[src/rtl/spk_pkg.sv]
package spk_pkg;
    typedef enum logic {
        ST_C0 = 1'b0,
        ST_C1 = 1'b1
    } carry_state_t;
endpackage

[src/rtl/spk_hp_neuron.sv]
module spk_hp_neuron #(
    parameter int N_IN = 2
) (
    input  logic [N_IN-1:0] spk_in,
    output logic            fire
);
    localparam int CW = $clog2(N_IN + 1);
    logic [CW-1:0] cnt;

    always_comb begin
        cnt = '0;
        for (int i = 0; i < N_IN; i++) begin
            cnt = cnt + CW'(spk_in[i]);
        end
    end

    assign fire = (cnt >= CW'(2));
endmodule

[src/rtl/spk_lp_neuron.sv]
module spk_lp_neuron #(
    parameter int N_IN = 2
) (
    input  logic [N_IN-1:0] spk_in,
    output logic            fire
);
    localparam int CW = $clog2(N_IN + 1);
    logic [CW-1:0] cnt;

    always_comb begin
        cnt = '0;
        for (int i = 0; i < N_IN; i++) begin
            cnt = cnt + CW'(spk_in[i]);
        end
    end

    assign fire = (cnt == CW'(1));
endmodule

[src/rtl/spk_rail_monitor.sv]
module spk_rail_monitor #(
    parameter int N_OPS = 2
) (
    input  logic [N_OPS-1:0] rail_t,
    input  logic [N_OPS-1:0] rail_f,
    output logic             all_ok,
    output logic             all_quiet
);
    logic [N_OPS-1:0] op_ok;
    logic [N_OPS-1:0] op_quiet;

    for (genvar g = 0; g < N_OPS; g++) begin : g_op
        assign op_ok[g]    = rail_t[g] ^ rail_f[g];
        assign op_quiet[g] = ~(rail_t[g] | rail_f[g]);
    end

    assign all_ok    = &op_ok;
    assign all_quiet = &op_quiet;
endmodule

[src/rtl/spk_serial_adder.sv]
module spk_serial_adder
    import spk_pkg::*;
(
    input  logic clk,
    input  logic rst,
    input  logic sub_mode,
    input  logic a_t,
    input  logic a_f,
    input  logic b_t,
    input  logic b_f,
    output logic sum_t,
    output logic sum_f,
    output logic err
);
    carry_state_t state, state_nx;

    logic be_t, be_f;
    logic in_ok, in_quiet, fault;
    logic c_rail;
    logic x_ab, g_ab, x_fb, s_fire, sn_fire, p_c, c_next;

    // Rail exchange performs the inversion for subtraction
    assign be_t = sub_mode ? b_f : b_t;
    assign be_f = sub_mode ? b_t : b_f;

    spk_rail_monitor #(.N_OPS(2)) u_mon (
        .rail_t   ({a_t, be_t}),
        .rail_f   ({a_f, be_f}),
        .all_ok   (in_ok),
        .all_quiet(in_quiet)
    );
    assign fault  = ~in_ok & ~in_quiet;
    assign c_rail = (state == ST_C1);

    // First half adder: XOR and AND neurons on the true rails
    spk_lp_neuron #(.N_IN(2)) u_x_ab (.spk_in({a_t, be_t}), .fire(x_ab));
    spk_hp_neuron #(.N_IN(2)) u_g_ab (.spk_in({a_t, be_t}), .fire(g_ab));
    // Second half adder with the carry spike
    spk_lp_neuron #(.N_IN(2)) u_sum  (.spk_in({x_ab, c_rail}), .fire(s_fire));
    spk_hp_neuron #(.N_IN(2)) u_p_c  (.spk_in({x_ab, c_rail}), .fire(p_c));
    // The two carry terms never fire together, so LP merges them
    spk_lp_neuron #(.N_IN(2)) u_cout (.spk_in({g_ab, p_c}), .fire(c_next));
    // Complement sum: (not a) xor b xor c, built from the a complement rail
    spk_lp_neuron #(.N_IN(2)) u_x_fb (.spk_in({a_f, be_t}), .fire(x_fb));
    spk_lp_neuron #(.N_IN(2)) u_sumn (.spk_in({x_fb, c_rail}), .fire(sn_fire));

    // Carry state transitions
    always_comb begin
        state_nx = state;
        unique case (state)
            ST_C0: if (in_ok && c_next)  state_nx = ST_C1;
            ST_C1: if (in_ok && !c_next) state_nx = ST_C0;
        endcase
    end

    always_ff @(posedge clk) begin
        if (rst) state <= ST_C0;
        else     state <= state_nx;
    end

    // Registered outputs
    always_ff @(posedge clk) begin
        if (rst) begin
            sum_t <= 1'b0;
            sum_f <= 1'b0;
            err   <= 1'b0;
        end else begin
            sum_t <= in_ok & s_fire;
            sum_f <= in_ok & sn_fire;
            err   <= fault;
        end
    end


    err_rails_low_chk: assert property (@(posedge clk) disable iff (rst)
        err |-> (!sum_t && !sum_f));

    sum_dual_rail_chk: assert property (@(posedge clk) disable iff (rst)
        in_ok |=> (sum_t ^ sum_f));

    quiet_hold_chk: assert property (@(posedge clk) disable iff (rst)
        in_quiet |=> (!sum_t && !sum_f && !err && $stable(state)));

    fault_hold_chk: assert property (@(posedge clk) disable iff (rst)
        fault |=> (err && $stable(state)));

    ones_preset_chk: assert property (@(posedge clk) disable iff (rst)
        (in_ok && a_t && be_t) |=> (state == ST_C1));

    zeros_clear_chk: assert property (@(posedge clk) disable iff (rst)
        (in_ok && a_f && be_f) |=> (state == ST_C0));

    spikes_exclusive_chk: assert property (@(posedge clk) disable iff (rst)
        $onehot0({sum_t, sum_f, err}));
endmodule

[config.mk]
export PLATFORM = sky130hd
export DESIGN_NAME = spk_serial_adder
export DESIGN_NICKNAME = d
export VERILOG_FILES = /design/src/rtl/spk_pkg.sv /design/src/rtl/spk_hp_neuron.sv /design/src/rtl/spk_lp_neuron.sv /design/src/rtl/spk_rail_monitor.sv /design/src/rtl/spk_serial_adder.sv
export SDC_FILE = /design/constraint.sdc
export NUM_CORES = 1
export LEC_CHECK = 0
export BUFFER_PORTS_ARGS = -buffer_cell sky130_fd_sc_hd__buf_2
export CAP_MARGIN = 10
export CORE_AREA = 2 2 39 41
export DETAILED_ROUTE_END_ITERATION = 12
export DIE_AREA = 0 0 41 43
export PLACE_DENSITY = 0.44
export SLEW_MARGIN = 15
export SYNTH_ARGS = -nofsm -noshare
export SYNTH_HDL_FRONTEND = slang
export SYNTH_SLANG_ARGS = --single-unit
[constraint.sdc]
create_clock -name clk -period 1.8 [get_ports clk]
set_clock_uncertainty 0.15 [all_clocks]
set_input_delay 0.36 -clock clk [delete_from_list [all_inputs] [get_ports clk]]
set_output_delay 0.36 -clock clk [all_outputs]
set_load 0.05 [all_outputs]
======== After elaboration in Yosys (flattened, before gate mapping) ========
Index checks and enable logic that the tools add are counted.
storage, ports and cells
  input bits .............................. 7
  bits in registers ....................... 4
  logic and storage cells ................. 38
  output and inout port bits .............. 3
operators by class
  muxes and demuxes ....................... 5
  magnitude comparators ................... 2
  add/sub/neg operators ................... 5
  equality and inequality tests ........... 5
  bitwise operators ....................... 12
  reductions and logical operators ........ 5
operators by type and width
  kind                count
  $add 1x1->2         5
  $eq 2x1->1 const B  5
  $not 1->1           5
  $ge 2x2->1 const B  2
  $mux 1              4
  $reduce_and 2->1    2
  $and 1x1->1         3
  $logic_and 1x1->1   2
  $or 1x1->1          2
  $pmux 1 s2          1
  $xor 1x1->1         2
  $logic_not 1->1     1

======== Depth between registers and ports, before layout ========
Gate-level depths: netlist of run 1.
  depth in word-level cells ............... 11
  depth in mapped cells ................... 4
  depth with buffers taken out ............ 4

======== Hierarchy ========
Synthesis of run 1 repeated with hierarchy kept, for this count alone.
unflattened totals
  cell total of the unflattened synthesis .. 26
  area, all modules ....................... 247.7 µm²
modules (own cells, without submodules)
  module            sequential area each (µm²)  area an instance (µm²)  instances  cells an instance
  spk_serial_adder  80.1                        138.9                   1          11
  spk_rail_monitor  0.0                         52.6                    1          8
  spk_lp_neuron     0.0                         8.8                     5          1
  spk_hp_neuron     0.0                         6.3                     2          1

======== Least setup slack after synthesis of run 1 ========
No wires, ideal clock.
  path kind ............................... in2reg
  start point ............................. input port sub_mode
  end point ............................... register sum_t
  library setup time ...................... 0.078 ns
  arrival time ............................ 1.171 ns
  required time ........................... 1.572 ns
  stages .................................. 3
  slack ................................... 0.401 ns
  path buffers ............................ 0
  path through ............................ mux2i_2 fa_1 nor3_1
between the ends
  longest elaborated chain between the ends .. 6
  elaborated cells on any way between the ends .. 9
RTL lines
  what                    RTL line                text
  start: declaration      spk_serial_adder.sv:6   input logic sub_mode,
  $mux 1                  spk_serial_adder.sv:23  assign be_t = sub_mode ? b_f : b_t;
  $add 1x1->2             spk_lp_neuron.sv:13     cnt = cnt + CW'(spk_in[i]);
  $eq 2x1->1              spk_lp_neuron.sv:17     assign fire = (cnt == CW'(1));
  $add 1x1->2             spk_lp_neuron.sv:13
  $eq 2x1->1              spk_lp_neuron.sv:17
  $and 1x1->1 (*)         spk_serial_adder.sv:68  sum_t <= in_ok & s_fire;
  end signal: assignment  spk_serial_adder.sv:68
  end: declaration        spk_serial_adder.sv:11  output logic sum_t,
Mark *: on every way between the ends. The rest lies on a longest branch, timed or not.
A chain may end at the register's enable or synchronous reset.

======== Worst setup path after layout of run 1 ========
Ends and elaborated chain as after synthesis.

==> results of run 1 <==
==> Yosys cell counts <==
cell,number,area [µm²]
fa_1,1,20.0
mux2i_2,1,13.8
dfxtp_1,4,80.1
a311oi_1,1,8.76
nand2_1,1,3.75
a221oi_1,1,8.76
inv_1,5,18.8
a21oi_1,1,5.00
ha_1,2,25.0
xnor2_1,2,17.5
nor3_1,1,5.00
nor3_2,1,10.0
==> logic make-up (layout without fill, tap and decap cells) <==
kind of cell	Yosys count	in the layout	share of synthesized area, %
xor+xnor	2	2	8.09
simple gates	3	3	8.67
buf+inv	5	17	8.67
fa+ha+maj	3	3	20.8
flops	4	4	37.0
mux	1	1	6.36
compound gates	3	3	10.4
==> how the worst max path moves through the flow <==
stage	end	start	depth (start not counted)
6_report	sum_t	sub_mode	4
5_1_grt	sum_t	sub_mode	4
4_1_cts	sum_t	sub_mode	4
3_5_place_dp	sum_t	sub_mode	4
3_3_place_gp	sum_t	sub_mode	4
2_1_floorplan	sum_t	sub_mode	3
==> stage by stage <==
stage | utilization, % | power (µW) | cells
after floorplan | - | 152 | 21
after global placement | 20.3 | 173 | 46
after detailed placement | 20.3 | 173 | 46
after CTS | 22.0 | 291 | 49
after global routing | 22.0 | 311 | 49
final | 22.0 | 283 | 49
==> layer usage <==
| metal | track usage [%] | routed length, µm | vias up |
|---|---|---|---|
| li1 | - | - | 95 |
| met1 | 7.74 | 198 | 71 |
| met2 | 6.25 | 167 | 7 |
| met3 | 4.71 | 25 | 0 |
| met4 | 8.00 | 0 | 0 |
| met5 | 0 | 0 | - |
==> power by group through the flow <==
stage,registers [µW],clock network (µW),logic (µW)
final,99.8,113,70.6
after global routing,100,131,79.6
after CTS,99.9,119,71.8
after detailed placement,101,0,72.0
after global placement,101,0,71.5
after floorplan,118,0,33.7
==> layout make-up <==
class	instances	area, µm²
fill	154	1080
multi-input combinational	12	118
sequential	4	80.1
timing repair buffer	9	45.0
clock buffer	3	22.5
tap	16	20.0
inverter	5	18.8
==> results.toml, run 1 <==
[global_routing]
first_global_vias = 160
grt_overflow = 0
grt_pass1_wl_um = 683
antenna_found_initial = 0
grt_max_degree = 5
grt_usage_pct = 6.53

[clocking]
numCtsBuffers = 3
cts_tree = "built"
post_cts_resized = 0
htree_levels = 1
clkTransAtPathRegs_ns = 0.04
cts.sinks = 4
cts_root_buf = "clkbuf_4"
clk_latency_ns = 0.24
post_cts.repair.setup_buffers = 0
clockBufferDepth = 2
hold_buffers = 0

[timing]
max_slew.worst_pin.slew_ns = 0.226
tns_ns = 0
worst_hold_slack_ns = 0.189
max_freq_mhz = 756
fin_crit_ns = 1.32
postLayoutSetupSlackWorst_ns = 0.477
fin_crit_sh_pct = 73.5
setup_violations = 0
drv_slew = 0
hold_viol = 0
rsz0062_at_grt = "false"
maxSlewHeadroom_pct = 84.7

[route]
ant_nets = 0
drtIter0Drc = 2
wl_per_cell_um = 7.98
routed_wl_um = 391
drc = 0
num_vias = 173
viasPerCell = 3.53
first_pass_iters = 2

[min_path]
whs_path_depth = 2
hold_class = "in2reg"
min-delay-start = "rst"
min_delay_worst_endpoint = "sum_f"

[final_layout]
finish.net_count = 45
final_common_cell = "buf_2"
mostFrequentLayoutCells = "buf_2, inv_1, dfxtp_1"
syn_to_final_growth_pct = 40.5
drive_above_1_share_pct = 42.4
fin_area_um2 = 304
insertedDiodeCount = 0

[run]
drv_cap = 0

[logic_synthesis]
syn_area_per_cell_um2 = 10.3
synth.net_count = 31
synth_cells = 21
synth.distinct_cells = 12
synth_seq_cells = 4
synth_warnings = 0
synth_area_um2 = 216
yosysSeqAreaShare_pct = 37.0

[critical_path]
critPathBufInv = 1
crit_arrival_ns = 1.33
cp_max_fo = 2
rr_worst_depth = 3
crit_chain = "buf_2 > mux2i_2 > fa_1 > nor3_1"
critPathKind = "in2reg"
start_kind = "primary input"
crit_slowest_cell = "fa_1"
r2r_setup_slack_ns = 0.51
end_kind = "flip-flop"
cp_slowest_stage_delay_ns = 0.45
required_ns = 1.81
path_delay_family = "adder cells"

[placed_design]
gp_congestion = 0.748
hpwl_um = 320
pre_cts_slack_ns = 0.228
io_buffer_count = 9
place_area_um2 = 282

[floorplan]
io_pins = 10
rows = 14
die_area_mm2 = 0.00176
coreArea_mm2 = 0.00138
start_util_pct = 15.6
die_w_um = 41
fp.dieH_um = 43

[pwr]
ir_drop_mv = 0.212
switchingPower_uw = 85.3
p_sw_share_pct = 30.1
seq_power_share_pct = 35.2
p_int_uw = 198
p_clk_share_pct = 39.9
leakagePower_uw = 0.000147
share_comb_of_total_power_pct = 24.9
powerDensity_mw_per_mm2 = 932

[status]
status = "complete, no violations"
Power figures use the tool's default switching activity.
==> run 2, diff against run 1 <==
Settings changed: ABC_AREA set to 1, PLACE_DENSITY 0.44 to 0.48.
Clock period 1.8 ns to 1.11 ns, I/O delays scaled along.
==> run 2 against run 1 <==
- the flow now finishes with violations (negative setup slack)
- critical path type is now reg2reg
- final area rose by 32%
- clock power up 58%
- clock-buffer cell count stayed put
- area after synthesis increased by 13%
- synthesized cell count is 67% higher
- cell count increased by 37%
- hold slack worse by 0.057 ns
- die area unchanged
- via count rose by 45%
- sequential cell count unchanged
- non-clock buffer count rose by 4
- wire length rose by 15%
==> results.toml, run 2 <==
[timing]
setup_violations = 1
fin_crit_sh_pct = 102
max_slew.worst_pin.slew_ns = 0.154
maxSlewHeadroom_pct = 89.7
rsz0062_at_grt = "true"
postLayoutSetupSlackWorst_ns = -0.0259
hold_viol = 0
drv_slew = 0
fin_crit_ns = 1.14
max_freq_mhz = 880

[critical_path]
cp_max_fo = 2
required_ns = 1.08
crit_chain = "inv_2 > fa_1 > nor2_1"
cp_slowest_stage_delay_ns = 0.47
crit_slowest_cell = "fa_1"
crit_arrival_ns = 1.10
critPathBufInv = 1
end_kind = "flip-flop"
path_delay_family = "adder cells"
critPathKind = "reg2reg"
start_kind = "flip-flop"

[logic_synthesis]
synth-edff-count = 0
yosysMostFrequentCell = "nand2_1"
synthTopCellsByArea = "dfxtp_1, nand2_1, ha_1"
synth_area_leader_cell = "dfxtp_1"
synth_top_cell_area_share_pct = 32.7
synth.distinct_cells = 12
synth_seq_cells = 4
yosysSeqAreaShare_pct = 32.7
synth.net_count = 45
synthTopCellsByCount = "nand2_1, dfxtp_1, inv_1"
synth_area_um2 = 245
yosys_most_used_dff = "dfxtp_1"
syn_area_per_cell_um2 = 7.01
async_reset_ff_share_pct = 0
synth_cells = 35
synth_warnings = 0

[pwr]
powerDensity_mw_per_mm2 = 1170
leakagePower_uw = 0.000212
ir_drop_mv = 0.236

[floorplan]
die_w_um = 41
coreArea_mm2 = 0.00138
fp.dieH_um = 43
rows = 14
die_area_mm2 = 0.00176
io_pins = 10
start_util_pct = 17.7

[clocking]
cts_root_buf = "clkbuf_4"
numCtsBuffers = 3
clkTransAtPathRegs_ns = 0.04
post_cts_resized = 3
htree_levels = 1
clockBufferDepth = 2
post_cts.repair.setup_buffers = 0
hold_buffers = 0
clk_latency_ns = 0.23
cts.sinks = 4
cts_tree = "built"

[final_layout]
syn_to_final_growth_pct = 63.3
drive_above_1_share_pct = 52.9
finish.net_count = 63
fillers = 146
final_common_cell = "nand2_1"
fin_area_um2 = 400
mostFrequentLayoutCells = "nand2_1, buf_2, nand2_2, buf_4"
insertedDiodeCount = 0

[global_routing]
grt_pass1_wl_um = 779
grt_usage_pct = 6.71
antenna_found_initial = 0
first_global_vias = 217
grt_max_degree = 4
grt_overflow = 0

[status]
status = "finished, violations left"
violations = "negative setup slack"

[route]
ant_nets = 0
drc = 0
viasPerCell = 3.75
wl_per_cell_um = 6.69
routed_wl_um = 448
num_vias = 251
drtIter0Drc = 1
first_pass_iters = 4

[placed_design]
hpwl_um = 388
gp_congestion = 0.631
pre_cts_slack_ns = -0.211
io_buffer_count = 9
place_area_um2 = 359

[min_path]
hold_class = "in2reg"

[run]
drv_cap = 0
## run 2: cell count changes after synthesis, moves of 2 or more
cell	before	now
nand2_1	1	14
inv_2	0	3
nand2_2	0	2
xnor2_1	2	0
## run 2: area by class of cell
type | count | area, µm² | area share, %
multi-input combinational | 24 | 144 | 35.9
sequential | 4 | 81.3 | 20.3
timing repair buffer | 13 | 93.8 | 23.4
tap | 16 | 20.0 | 5.00
inverter | 7 | 38.8 | 9.69
clock buffer | 3 | 22.5 | 5.62
## run 2: report_power, final
part / switching (µW) / total [µW] / internal (µW)
sequential: 4.55 / 159 / 155
clock: 57.3 / 178 / 121
combinational: 75.2 / 130 / 55.1
## run 2: path summary, 6_finish.rpt
check | slack (ns) | cells past startpoint | start | end
max | -0.03 | 3 | flip-flop | sum_t
max reg2reg | -0.03 | 3 | flip-flop | sum_t
min | 0.13 | 4 | rst | err
min reg2reg | 0.45 | 3 | flip-flop | sum_t
## run 2: metal layers
| layer | vias up | global-route usage [%] | share of wire, % |
|---|---|---|---|
| met5 | - | 0 | 0 |
| met4 | 0 | 6.00 | 0 |
| met3 | 0 | 1.57 | 6.9 |
| met2 | 7 | 8.44 | 48 |
| met1 | 106 | 8.92 | 45 |
| li1 | 138 | - | - |
## run 2: cell families (layout without fill, tap and decap cells)
group / count (synthesis) / in the layout / share of synthesized area, %
adders and majority gates: 3 / 3 / 18.4
AOI/OAI and AO/OA: 3 / 3 / 8.16
DFF: 4 / 4 / 32.7
buffers and inverters: 7 / 23 / 10.7
and+or+nand+nor: 18 / 18 / 30.1
## run 2: metrics by stage
stage | cells | TNS, ns | total power [µW] | utilization, % | hold WS [ns]
2_1_floorplan | 35 | -0.0243 | 240 | - | 0.253
3_3_place_gp | 64 | -0.511 | 283 | 25.9 | 0.367
3_5_place_dp | 64 | -0.498 | 283 | 25.9 | 0.370
4_1_cts | 67 | -0.0286 | 475 | 28.1 | 0.120
5_1_grt | 67 | -0.0754 | 509 | 28.9 | 0.176
6_report | 67 | -0.0259 | 467 | 28.9 | 0.132
## run 2: worst reg2reg max path, cell delays in order, from the launching register on
cell	delay (ns)
dfxtp_2	0.33
inv_2	0.04
fa_1	0.47
nor2_1	0.04
==> run 3, diff against run 2 <==
Settings changed: PLACE_DENSITY 0.48 to 0.53, SYNTH_HIERARCHICAL set to 1.
==> run 3 against run 2 <==
- the run still ends with negative setup slack left
- non-clock buffer count is 1 lower
- power is 11% higher
- die area stayed put
- combinational power grew 40%
- clock power about the same
- cell count increased by 34%
- clock-buffer cell count stayed put
- sequential cell count unchanged
- final area is 28% higher
- via count rose by 37%
- sequential power about the same
- critical path type is now in2reg
- largest cell class unchanged
==> results.toml, run 3 <==
[status]
status = "finished, violations left"
violations = "negative setup slack"

[route]
ant_nets = 0
routed_wl_um = 599
viasPerCell = 3.81
drc = 0
first_pass_iters = 4
wl_per_cell_um = 6.66
drtIter0Drc = 4
num_vias = 343

[timing]
drv_slew = 0
rsz0062_at_grt = "true"
max_slew.worst_pin.slew_ns = 0.190
fin_crit_sh_pct = 103
setup_violations = 1
fin_crit_ns = 1.14
max_freq_mhz = 878
hold_viol = 0
maxSlewHeadroom_pct = 87.3
postLayoutSetupSlackWorst_ns = -0.0288

[global_routing]
first_global_vias = 293
grt_overflow = 0
antenna_found_initial = 0
gr-usage-met1_pct = 9.52
met2_usage_pct = 12.5
grt_max_degree = 7
grt_usage_pct = 8.20
grt_pass1_wl_um = 986
use_met3_pct = 0
grt.busiest_layer = "met2"

[pwr]
switchingPower_uw = 163
total_power_uw = 520
p_sw_share_pct = 31.4
seq_power_share_pct = 30.9
p_int_uw = 357
ir_drop_mv = 0.245
leakagePower_uw = 0.000307
powerDensity_mw_per_mm2 = 1020
share_comb_of_total_power_pct = 35.1
p_clk_share_pct = 34.0

[logic_synthesis]
syn_area_per_cell_um2 = 5.24
yosysMostFrequentCell = "nand2_1"
synth_warnings = 6
synthTopCellsByCount = "nand2_1, inv_1, dfxtp_1"
yosys_most_used_dff = "dfxtp_1"
synth-edff-count = 0
synth_cells = 59
synth_area_um2 = 309
synth_top_cell_area_share_pct = 30.4
synth_seq_cells = 4
synth_area_leader_cell = "nand2_1"
async_reset_ff_share_pct = 0
yosysSeqAreaShare_pct = 25.9
synthTopCellsByArea = "nand2_1, dfxtp_1, inv_1"
synth.distinct_cells = 8
synth.net_count = 68

[critical_path]
cp_slowest_stage_delay_ns = 0.26
start_kind = "primary input"
cp_max_fo = 5
end_kind = "flip-flop"
crit_arrival_ns = 1.11
crit_chain = "buf_12 > inv_12 > o21ai_4 > inv_2 > ha_4 > nand2_2 > inv_2 > nor2_1 > nand2_1 > nand2_1"
required_ns = 1.09
critPathKind = "in2reg"
crit_slowest_cell = "ha_4"

[placed_design]
place_area_um2 = 413
hpwl_um = 433
dp_cells = 86
gp_congestion = 0.645
io_buffer_count = 9

[clocking]
cts_root_buf = "clkbuf_4"
clockBufferDepth = 2
clk_latency_ns = 0.23
cts.sinks = 4
hold_buffers = 0
numCtsBuffers = 3
clkTransAtPathRegs_ns = 0.04
htree_levels = 1
cts_tree = "built"

[final_layout]
final_common_cell = "nand2_1"
mostFrequentLayoutCells = "nand2_1, inv_1, buf_6"
finish.net_count = 85
syn_to_final_growth_pct = 65.2
drive_above_1_share_pct = 35.1
stdcell_count = 90
fin_area_um2 = 510
insertedDiodeCount = 0

[run]
drv_cap = 0

[floorplan]
rows = 14
fp.dieH_um = 43
die_w_um = 41
die_area_mm2 = 0.00176
io_pins = 10
coreArea_mm2 = 0.00138
start_util_pct = 22.3

[min_path]
hold_class = "in2reg"
run 3: changes by cell type after synthesis, sizes merged, moves of 2 or more:
cell / before / now
a21oi: 2 / 0
inv: 7 / 21
nand2: 16 / 25
nor2: 1 / 3
o21ai: 0 / 2
run 3: stage by stage:
stage / hold WS [ns] / util [%] / setup slack (ns) / TNS (ns)
2_1_floorplan: 0.144 / - / -0.112 / -0.299
3_3_place_gp: 0.293 / 29.8 / -0.348 / -1.26
3_5_place_dp: 0.293 / 29.8 / -0.371 / -1.32
4_1_cts: 0.0416 / 32.6 / -0.0404 / -0.0404
5_1_grt: 0.0507 / 36.9 / -0.116 / -0.305
6_report: 0.0454 / 36.9 / -0.0288 / -0.0288
run 3: area by class of cell:
| type | instances | area (µm²) |
|---|---|---|
| Fill cell | 159 | 873 |
| Tap cell | 16 | 20.0 |
| Timing Repair Buffer | 12 | 111 |
| Inverter | 21 | 91.3 |
| Multi-Input combinational cell | 34 | 184 |
| Clock buffer | 3 | 22.5 |
| Sequential cell | 4 | 81.3 |
run 3: kinds of logic (layout without fill, tap and decap cells):
kind of cell    after synthesis  in the layout  share of synthesized area [%]
fa+ha+maj                     2              2                           8.10
simple gates                 30             30                           37.2
flops                         4              4                           25.9
buf+inv                      21             36                           25.5
compound gates                2              2                           3.24
run 3: path summary, 6_finish.rpt:
kind / start / end / slack (ns) / depth (start not counted)
max: b_t / flip-flop / -0.03 / 10
min reg2reg: flip-flop / flip-flop / 0.37 / 2
min: rst / sum_t / 0.05 / 2
max reg2reg: flip-flop / flip-flop / 0.06 / 7
run 3: power groups by stage:
stage               Combinational, µW  Clock, µW  Sequential, µW
floorplan                        71.0          0             188
global placement                  141          0             160
detailed placement                142          0             160
CTS                               150        191             159
global route                      207        201             162
finish                            182        177             160
run 3: metal layers:
layer | wire length, µm | vias up
met2 | 309 | 9
met1 | 263 | 141
met4 | 0 | 0
li1 | - | 193
met3 | 26 | 0
met5 | 0 | -
run 3: repair_timing:
item,in CTS,in global routing
resized for setup,6,15
buffers inserted,0,1
pin swaps,2,4
endpoints found under the setup margin,7,7
run 3: critical path, delay by kind of cell:
| family | cells | cell delay (ns) |
|---|---|---|
| buf+inv | 4 | 0.26 |
| compound gates | 1 | 0.19 |
| simple gates | 4 | 0.17 |
| fa+ha+maj | 1 | 0.26 |
